## src/rtl/pgw_pkg.sv

```systemverilog
package pgw_pkg;
  typedef struct packed {
    logic loadAddr;    // open a new page: latch row/column, empty mask
    logic storeByte;   // store the present byte at the column pointer
    logic dropPage;    // empty the mask
    logic startDrain;  // restart the column scan
    logic draining;    // programming cycle in progress
  } pgwStrobe_t;

  typedef enum logic {
    PGW_IDLE = 1'b0,
    PGW_PROG = 1'b1
  } pgwState_t;
endpackage

```

## src/rtl/pgw_ctrl.sv

```systemverilog
module pgw_ctrl
  import pgw_pkg::*;
#(
  parameter int PROG_CYCLES = 500000
) (
  input  logic       clk,
  input  logic       rstN,
  input  logic       pageOpen,
  input  logic       byteValid,
  input  logic       writeInhibit,
  input  logic       stopEvt,
  input  logic       stopAtAckSlot,
  input  logic       pageLoaded,
  output pgwStrobe_t strobe,
  output logic       busy
);
  localparam int CNT_W = $clog2(PROG_CYCLES + 1);
  localparam logic [CNT_W-1:0] CNT_LOAD = CNT_W'(PROG_CYCLES - 1);

  pgwState_t state;
  logic [CNT_W-1:0] cycleCnt;
  logic acceptCommit;

  assign busy = (state == PGW_PROG);
  assign acceptCommit = (state == PGW_IDLE) && stopEvt && stopAtAckSlot && pageLoaded;

  always_comb begin
    strobe = '0;
    if (state == PGW_IDLE) begin
      if (pageOpen) begin
        strobe.loadAddr = 1'b1;
      end else if (stopEvt) begin
        strobe.startDrain = acceptCommit;
        strobe.dropPage   = !acceptCommit;
      end else begin
        strobe.storeByte = byteValid && !writeInhibit;
      end
    end else begin
      strobe.draining = 1'b1;
      strobe.dropPage = (cycleCnt == '0);
    end
  end

  always_ff @(posedge clk) begin
    if (!rstN) begin
      state    <= PGW_IDLE;
      cycleCnt <= '0;
    end else begin
      case (state)
        PGW_IDLE: begin
          if (acceptCommit) begin
            state    <= PGW_PROG;
            cycleCnt <= CNT_LOAD;
          end
        end
        PGW_PROG: begin
          if (cycleCnt == '0) begin
            state <= PGW_IDLE;
          end else begin
            cycleCnt <= cycleCnt - 1'b1;
          end
        end
        default: state <= PGW_IDLE;
      endcase
    end
  end
endmodule

```

## src/rtl/pgw_datapath.sv

```systemverilog
module pgw_datapath
  import pgw_pkg::*;
#(
  parameter int ADDR_W = 17,
  parameter int DATA_W = 8,
  parameter int COL_W  = 7
) (
  input  logic              clk,
  input  logic              rstN,
  input  pgwStrobe_t        strobe,
  input  logic [ADDR_W-1:0] startAddr,
  input  logic [DATA_W-1:0] byteData,
  output logic              pageLoaded,
  output logic              memWe,
  output logic [ADDR_W-1:0] memAddr,
  output logic [DATA_W-1:0] memData
);
  localparam int ROW_W      = ADDR_W - COL_W;
  localparam int PAGE_BYTES = 1 << COL_W;

  logic [ROW_W-1:0]      rowReg;
  logic [COL_W-1:0]      colPtr;
  logic [PAGE_BYTES-1:0] loadMask;
  logic [DATA_W-1:0]     pageLatch [PAGE_BYTES];
  logic [COL_W:0]        scanIdx;
  logic [COL_W-1:0]      scanCol;
  logic                  scanDone;

  assign scanCol    = scanIdx[COL_W-1:0];
  assign scanDone   = scanIdx[COL_W];
  assign pageLoaded = |loadMask;

  // address registers
  always_ff @(posedge clk) begin
    if (!rstN) begin
      rowReg <= '0;
      colPtr <= '0;
    end else if (strobe.loadAddr) begin
      rowReg <= startAddr[ADDR_W-1:COL_W];
      colPtr <= startAddr[COL_W-1:0];
    end else if (strobe.storeByte) begin
      colPtr <= colPtr + 1'b1;  // wraps inside the row
    end
  end

  // per-column storage and loaded mask
  generate
    for (genvar c = 0; c < PAGE_BYTES; c++) begin : g_col
      logic hitCol;
      assign hitCol = strobe.storeByte && (colPtr == COL_W'(c));

      always_ff @(posedge clk) begin
        if (hitCol) pageLatch[c] <= byteData;
      end

      always_ff @(posedge clk) begin
        if (!rstN) begin
          loadMask[c] <= 1'b0;
        end else if (strobe.loadAddr || strobe.dropPage) begin
          loadMask[c] <= 1'b0;
        end else if (hitCol) begin
          loadMask[c] <= 1'b1;
        end
      end
    end
  endgenerate

  // column scan during the programming cycle
  always_ff @(posedge clk) begin
    if (!rstN) begin
      scanIdx <= (COL_W+1)'(PAGE_BYTES);
    end else if (strobe.startDrain) begin
      scanIdx <= '0;
    end else if (strobe.draining && !scanDone) begin
      scanIdx <= scanIdx + 1'b1;
    end
  end

  assign memWe   = strobe.draining && !scanDone && loadMask[scanCol];
  assign memAddr = {rowReg, scanCol};
  assign memData = pageLatch[scanCol];
endmodule

```

## src/rtl/page_write_ctl.sv

```systemverilog
module page_write_ctl
  import pgw_pkg::*;
#(
  parameter int ADDR_W      = 17,
  parameter int DATA_W      = 8,
  parameter int COL_W       = 7,
  parameter int PROG_CYCLES = 500000
) (
  input  logic              clk,
  input  logic              rstN,
  input  logic              pageOpen,
  input  logic [ADDR_W-1:0] startAddr,
  input  logic              byteValid,
  input  logic [DATA_W-1:0] byteData,
  input  logic              writeInhibit,
  input  logic              stopEvt,
  input  logic              stopAtAckSlot,
  output logic              busy,
  output logic              memWe,
  output logic [ADDR_W-1:0] memAddr,
  output logic [DATA_W-1:0] memData
);
  pgwStrobe_t strobe;
  logic pageLoaded;

  pgw_ctrl #(.PROG_CYCLES(PROG_CYCLES)) u_ctrl (
    .clk(clk), .rstN(rstN), .pageOpen(pageOpen), .byteValid(byteValid),
    .writeInhibit(writeInhibit), .stopEvt(stopEvt), .stopAtAckSlot(stopAtAckSlot),
    .pageLoaded(pageLoaded), .strobe(strobe), .busy(busy)
  );

  pgw_datapath #(.ADDR_W(ADDR_W), .DATA_W(DATA_W), .COL_W(COL_W)) u_dp (
    .clk(clk), .rstN(rstN), .strobe(strobe), .startAddr(startAddr),
    .byteData(byteData), .pageLoaded(pageLoaded), .memWe(memWe),
    .memAddr(memAddr), .memData(memData)
  );
endmodule

```

## config.mk

```make
export PLATFORM = sky130hd
export DESIGN_NAME = page_write_ctl
export DESIGN_NICKNAME = d
export VERILOG_FILES = /design/src/rtl/pgw_pkg.sv /design/src/rtl/pgw_ctrl.sv /design/src/rtl/pgw_datapath.sv /design/src/rtl/page_write_ctl.sv
export SDC_FILE = /design/constraint.sdc
export NUM_CORES = 1
export LEC_CHECK = 0
export BUFFER_PORTS_ARGS = -buffer_cell sky130_fd_sc_hd__buf_2
export CELL_PAD_IN_SITES_DETAIL_PLACEMENT = 0
export CELL_PAD_IN_SITES_GLOBAL_PLACEMENT = 1
export CORE_MARGIN = 2
export CORE_UTILIZATION = 40
export CTS_CLUSTER_DIAMETER = 200
export CTS_CLUSTER_SIZE = 24
export DETAILED_ROUTE_END_ITERATION = 8
export PLACE_DENSITY_LB_ADDON = 0.1
export SLEW_MARGIN = 5
export SYNTH_ARGS = -nofsm -noshare
export SYNTH_HDL_FRONTEND = slang
export SYNTH_SLANG_ARGS = --single-unit
```

## constraint.sdc

```tcl
create_clock -name clk -period 9.15 [get_ports clk]
set_clock_uncertainty 0.2 [all_clocks]
set_input_delay 0.4575 -clock clk [delete_from_list [all_inputs] [get_ports clk]]
set_output_delay 0.4575 -clock clk [all_outputs]
set_load 0.005 [all_outputs]
```

==> Word-level counts from Yosys, hierarchy flattened <==
Memory sizes are Yosys's and may differ from the RTL's. A register that Yosys moved wholly into a read port is not among the register bits.
Index checks and enable logic that the tools add are counted.
{ "classes": {"n_reduce_logical": 273, "bitwise_logic": 2, "magnitude_cmp": 1, "n_mux": 659, "shift": 0, "addsub": 3, "div_mod_pow": 0, "multipliers": 0, "eq_ne": 129} }
{ "op_table": {"columns": ["operator", "n"], "rows": [
  ["$mux W8", 129],
  ["$reduce_or A8 Y1", 127],
  ["$mux W7", 131],
  ["$eq A7 B7 Y1 const B", 64],
  ["$mux W1", 391],
  ["$eq A7 B6 Y1 const B", 32],
  ["$logic_and A1 B1 Y1", 134],
  ["$reduce_or A128 Y1", 1],
  ["$eq A7 B5 Y1 const B", 16],
  ["$eq A7 B4 Y1 const B", 8],
  ["$mux W19", 2],
  ["$pmux W19 S2", 1],
  ["$eq A7 B3 Y1 const B", 4],
  ["$logic_not A19 Y1", 1],
  ["$sub A19 B1 Y19 const B", 1],
  ["$eq A7 B2 Y1 const B", 2],
  ["$add A8 B1 Y8 const B", 1],
  ["$lt A7 B8 Y1 const B", 1],
  ["$add A7 B1 Y7 const B", 1],
  ["$bmux W1 S7", 1],
  ["$eq A7 B1 Y1 const B", 1],
  ["$logic_not A7 Y1", 1],
  ["$mux W2", 2],
  ["$reduce_bool A2 Y1", 2],
  ["other kinds (9)", 13]
]} }
{ "word_totals": {"mem_count": 1, "input_bits": 32, "latchBits": 0, "wordCells": 1202, "mem_bits_ro": 0, "out_inout_bits": 27, "ff_bits": 173, "ram_bits": 1024} }
{ "mem_list": {"columns": ["name", "words", "width", "rd", "rd_ports_with_merged_regs", "write_ports", "line_no", "text"], "rows": [
  ["u_dp.pageLatch", 128, 8, 1, 1, 1, "pgw_datapath.sv:24", "logic [DATA_W-1:0] pageLatch [PAGE_BYTES];"]
]} }

==> Depth between registers and ports, before layout <==
{ "depth": {"word_depth": 139, "ltp_mapped": 11} }

==> Hierarchy <==
Synthesis repeated with hierarchy kept, for this count alone.
{ "hier_totals": {"hier_cells": 2303, "hier_area_um2": 46873.7} }
{ "modules_own_cells": {"columns": ["mod", "cells_each", "area_per_inst_um2", "instances"], "rows": [
  ["pgw_datapath", 2181, 45825.2, 1],
  ["pgw_ctrl", 122, 1048.5, 1]
]} }

==> Worst setup path after synthesis <==
OpenSTA, ideal clock, no wires.
{ "synth_timing": {"path_type": "register to output", "startpoint": "register u_dp.scanIdx[1]", "endpoint": "output memWe", "n_path_buf": 3, "setup_slack_ns": 6.089, "stages_incl_launch_ff": 10, "arrival_ns": 2.403, "path_cell_list": "dfxtp_1 > clkbuf_1 > clkbuf_1 > buf_2 > nor2_1 > a221oi_1 > a21oi_1 > o2111ai_1 > o211ai_1 > a32oi_1"} }
{ "synth_between": {"elab_chain_cells": 3} }
{ "synth_lines": {"columns": ["element", "line_no", "text"], "rows": [
  ["start, declared", "pgw_datapath.sv:25", "logic [COL_W:0] scanIdx;"],
  ["start signal, assigned", "pgw_datapath.sv:71", "scanIdx <= (COL_W+1)'(PAGE_BYTES);"],
  ["start signal, assigned", "pgw_datapath.sv:75", "scanIdx <= scanIdx + 1'b1;"],
  ["$bmux W1 S7", "pgw_datapath.sv:79", "assign memWe = strobe.draining && !scanDone && loadMask[scanCol];"],
  ["$mux W1 (implied by the code)", "pgw_datapath.sv:79", null],
  ["$logic_and A1 B1 Y1", "pgw_datapath.sv:79", null],
  ["end, declared", "page_write_ctl.sv:19", "output logic memWe,"]
]} }
No other way between the ends. The select of a mux whose other input is x is not followed.

==> impl_metrics.env <==
export IMPL_maxCapViolCount=0
export IMPL_cts_tree="done"
export IMPL_clock_path_buffers=3
export IMPL_antenna_found_initial=4
export IMPL_place_congestion=0.797
export IMPL_fill_cells=10300
export IMPL_yosysSeqAreaShare_pct=72.5
export IMPL_pwr_density_cell_mw_per_mm2=176
export IMPL_p_leak_uw=0.0149
export IMPL_post_route_min_period_ns=5.92
export IMPL_synth_edf_count=1024
export IMPL_setup_tns_final_ns=0
export IMPL_viasPerCell=5.87
export IMPL_vias=26100
export IMPL_combPwrFrac_pct=1.7
export IMPL_die_h_um=348
export IMPL_slew_headroom_pct=8.03
export IMPL_switchingPower_uw=1840
export IMPL_path_max_fanout=53
export IMPL_io_pins=59
export IMPL_layout_nets=2913
export IMPL_multiInputGateArea_sq_mm=0.0123
export IMPL_grt_max_degree=101
export IMPL_synthArstFlopShare_pct=0
export IMPL_grt_remaining_overflow=0
export IMPL_first_global_vias=25600
export IMPL_max_vdd_ir_drop_v=0.000178
export IMPL_ant_nets=0
export IMPL_p_sw_share_pct=20.4
export IMPL_gr_usage_all_layers_pct=21.7
export IMPL_die_width_um=348
export IMPL_die_area_sq_mm=0.121
export IMPL_cts_root_buf="clkbuf_16"
export IMPL_rsz0062_at_grt="no"
export IMPL_setup_viol=0
export IMPL_min_path_type="primary input to flop"
export IMPL_synth_most_common_cell="edfxtp_1"
export IMPL_slew_violations=0
export IMPL_drc_errors=0
export IMPL_wl_per_cell_um=29.9
export IMPL_cp_start_kind="flop"
export IMPL_synth_seq_cells=1204
export IMPL_worstPathRequired_ns=8.49
export IMPL_dp_cells=4332
export IMPL_synthCells=2868
export IMPL_clkTransAtPathRegs_ns=0.10
export IMPL_synth_ff_type="edfxtp_1"
export IMPL_outcome="completed"
export IMPL_synth_top_area_cell="edfxtp_1"
export IMPL_routed_wirelength_um=133000
export IMPL_syn_area_sq_mm=0.0474
export IMPL_drtIter0Drc=2695
export IMPL_port_buffer_count=58
export IMPL_regArea_sq_mm=0.0344
export IMPL_synthTopCellsByCount="edfxtp_1, nor2_1, mux2i_1, dfxtp_1, mux4_2"
export IMPL_critPathArrivalTime_ns=5.26
export IMPL_power_frac_clock_pct=32.1
export IMPL_timing_final_crit_share_pct=64.7
export IMPL_drive_above_1_share_pct=12.8
export IMPL_worst_slew_pin_slew_ns=1.37
export IMPL_synth_cell_types=58
export IMPL_synthDominantCellAreaShare_pct=64.9
export IMPL_critPathKind="flop to output pin"
export IMPL_grt_pass1_wl_um=190000
export IMPL_clkLatencyLatePin_ns=0.69
export IMPL_syn_num_nets=2906
export IMPL_avgSynthCellArea_sq_um=16.5
export IMPL_finalNonFillerCells=4446
export IMPL_hold_violations=0
export IMPL_yosys_warnings=0
export IMPL_cts_buffers_inserted=56
export IMPL_coreArea_sq_mm=0.118
export IMPL_power_frac_seq_pct=66.1
export IMPL_p_int_uw=7160
export IMPL_initial_core_util_pct=40.3
export IMPL_area_growth_pct=7.85
export IMPL_first_pass_iters=5
export IMPL_max_freq_mhz=169
export IMPL_htree_levels=2
export IMPL_fp_row_count=126
export IMPL_clock_sinks=1204
export IMPL_post_cts_buffers=0
export IMPL_synthTopCellsByArea="edfxtp_1, dfxtp_1, mux4_2"
export IMPL_place_hpwl_um=84900
export IMPL_endpoint_kind="output pin"
-- through the flow --
step / instance area (sq um) / total power [uW] / setup WS, ns / utilization (%) / hold WS (ns)
4_1_cts: 51100 / 9090 / 2.97 / 43.4 / 0.0263
6_report: 51100 / 9000 / 3.23 / 43.4 / 0.0526
5_1_grt: 51100 / 9290 / 2.93 / 43.4 / 0.0377
3_3_place_gp: 49300 / 6220 / 3.80 / 41.9 / 0.252
3_5_place_dp: 49300 / 6230 / 3.74 / 41.9 / 0.259
2_1_floorplan: 47400 / 6120 / 6.09 / - / 0.249
-- kinds of logic after synthesis --
family	after synthesis	share of synthesized area (%)
buffers and inverters	191	1.81
DFF	1204	72.5
muxes	437	13.4
adders and majority gates	6	0.158
and+or+nand+nor	599	5.66
AOI/OAI and AO/OA	415	6.23
xor gates and xnor gates	16	0.296
-- worst paths after layout --
check	startpoint	endpoint	slack, ns	cells after the start
worst max-delay path	flop	memData[2]	3.23	8
worst min-delay path	byteData[2]	u_dp.pageLatch[11][2]	0.05	1
worst max register to register	u_ctrl.cycleCnt[0]	u_dp.loadMask[126]	4.53	8
worst min register to register	u_dp.rowReg[0]	u_dp.rowReg[0]	0.27	2
-- per-layer routing --
layer	track usage (%)	vias up	routed length, um
li1	-	11400	-
met1	31.3	13900	59700
met2	35.3	771	63400
met3	2.77	123	7090
met4	4.81	0	2740
met5	0	-	0
-- power by group through the flow --
| stage | combinational [uW] | clock [uW] | sequential, uW |
|---|---|---|---|
| 2_1_floorplan | 47.2 | 0 | 6070 |
| 3_3_place_gp | 147 | 0 | 6080 |
| 3_5_place_dp | 153 | 0 | 6080 |
| 4_1_cts | 160 | 2980 | 5950 |
| 5_1_grt | 172 | 3170 | 5950 |
| 6_report | 156 | 2890 | 5950 |
-- cells in the final DEF (no fill, tap or decap), types with 24 or more instances in the layout --
cell,synthesis,final
a21boi_0,53,53
a21oi_1,72,72
buf_2,16,50
buf_4,10,62
clkbuf_1,114,32
clkbuf_16,0,58
dfxtp_1,180,174
edfxtp_1,1024,1024
mux2i_1,277,277
mux4_2,157,157
nand2_1,80,79
nand4_1,24,24
nor2_1,343,335
nor4_1,37,37
o21ai_0,36,36
o221ai_1,128,128
o22ai_1,80,80
-- area by class of cell --
class,instances,area share (%)
flip-flops and latches,1204,67.2
multi-input cells,1473,24.0
inverters,6,0.0489
repair buffers,134,1.85
well taps,1536,3.76
clock buffers,90,3.07
clock inverters,2,0.0710
diodes,1,0.00489
-- registers in the layout, summed over array words and instances (netlist names), named ones only --
signal           flops
u_ctrl.busy          1
u_ctrl.cycleCnt     19
u_dp.colPtr          7
u_dp.loadMask      128
u_dp.pageLatch    1024
u_dp.rowReg         10
u_dp.scanIdx         8
-- worst max-delay path, cell delays in order (launching register included) --
cell,delay (ns)
dfxtp_4,0.79
buf_4,0.69
buf_4,0.87
mux4_2,0.37
o22ai_1,0.06
o21ai_0,0.58
nand4_1,0.38
nor3_1,0.50
buf_2,0.20
-- what timing repair did --
item / CTS / global route
hold endpoints to repair: 81 / 0
endpoints found under the setup margin: 0 / 0
hold buffers: 20 / 0
resized for setup: 0 / 0
Power figures use the tool's default switching activity.
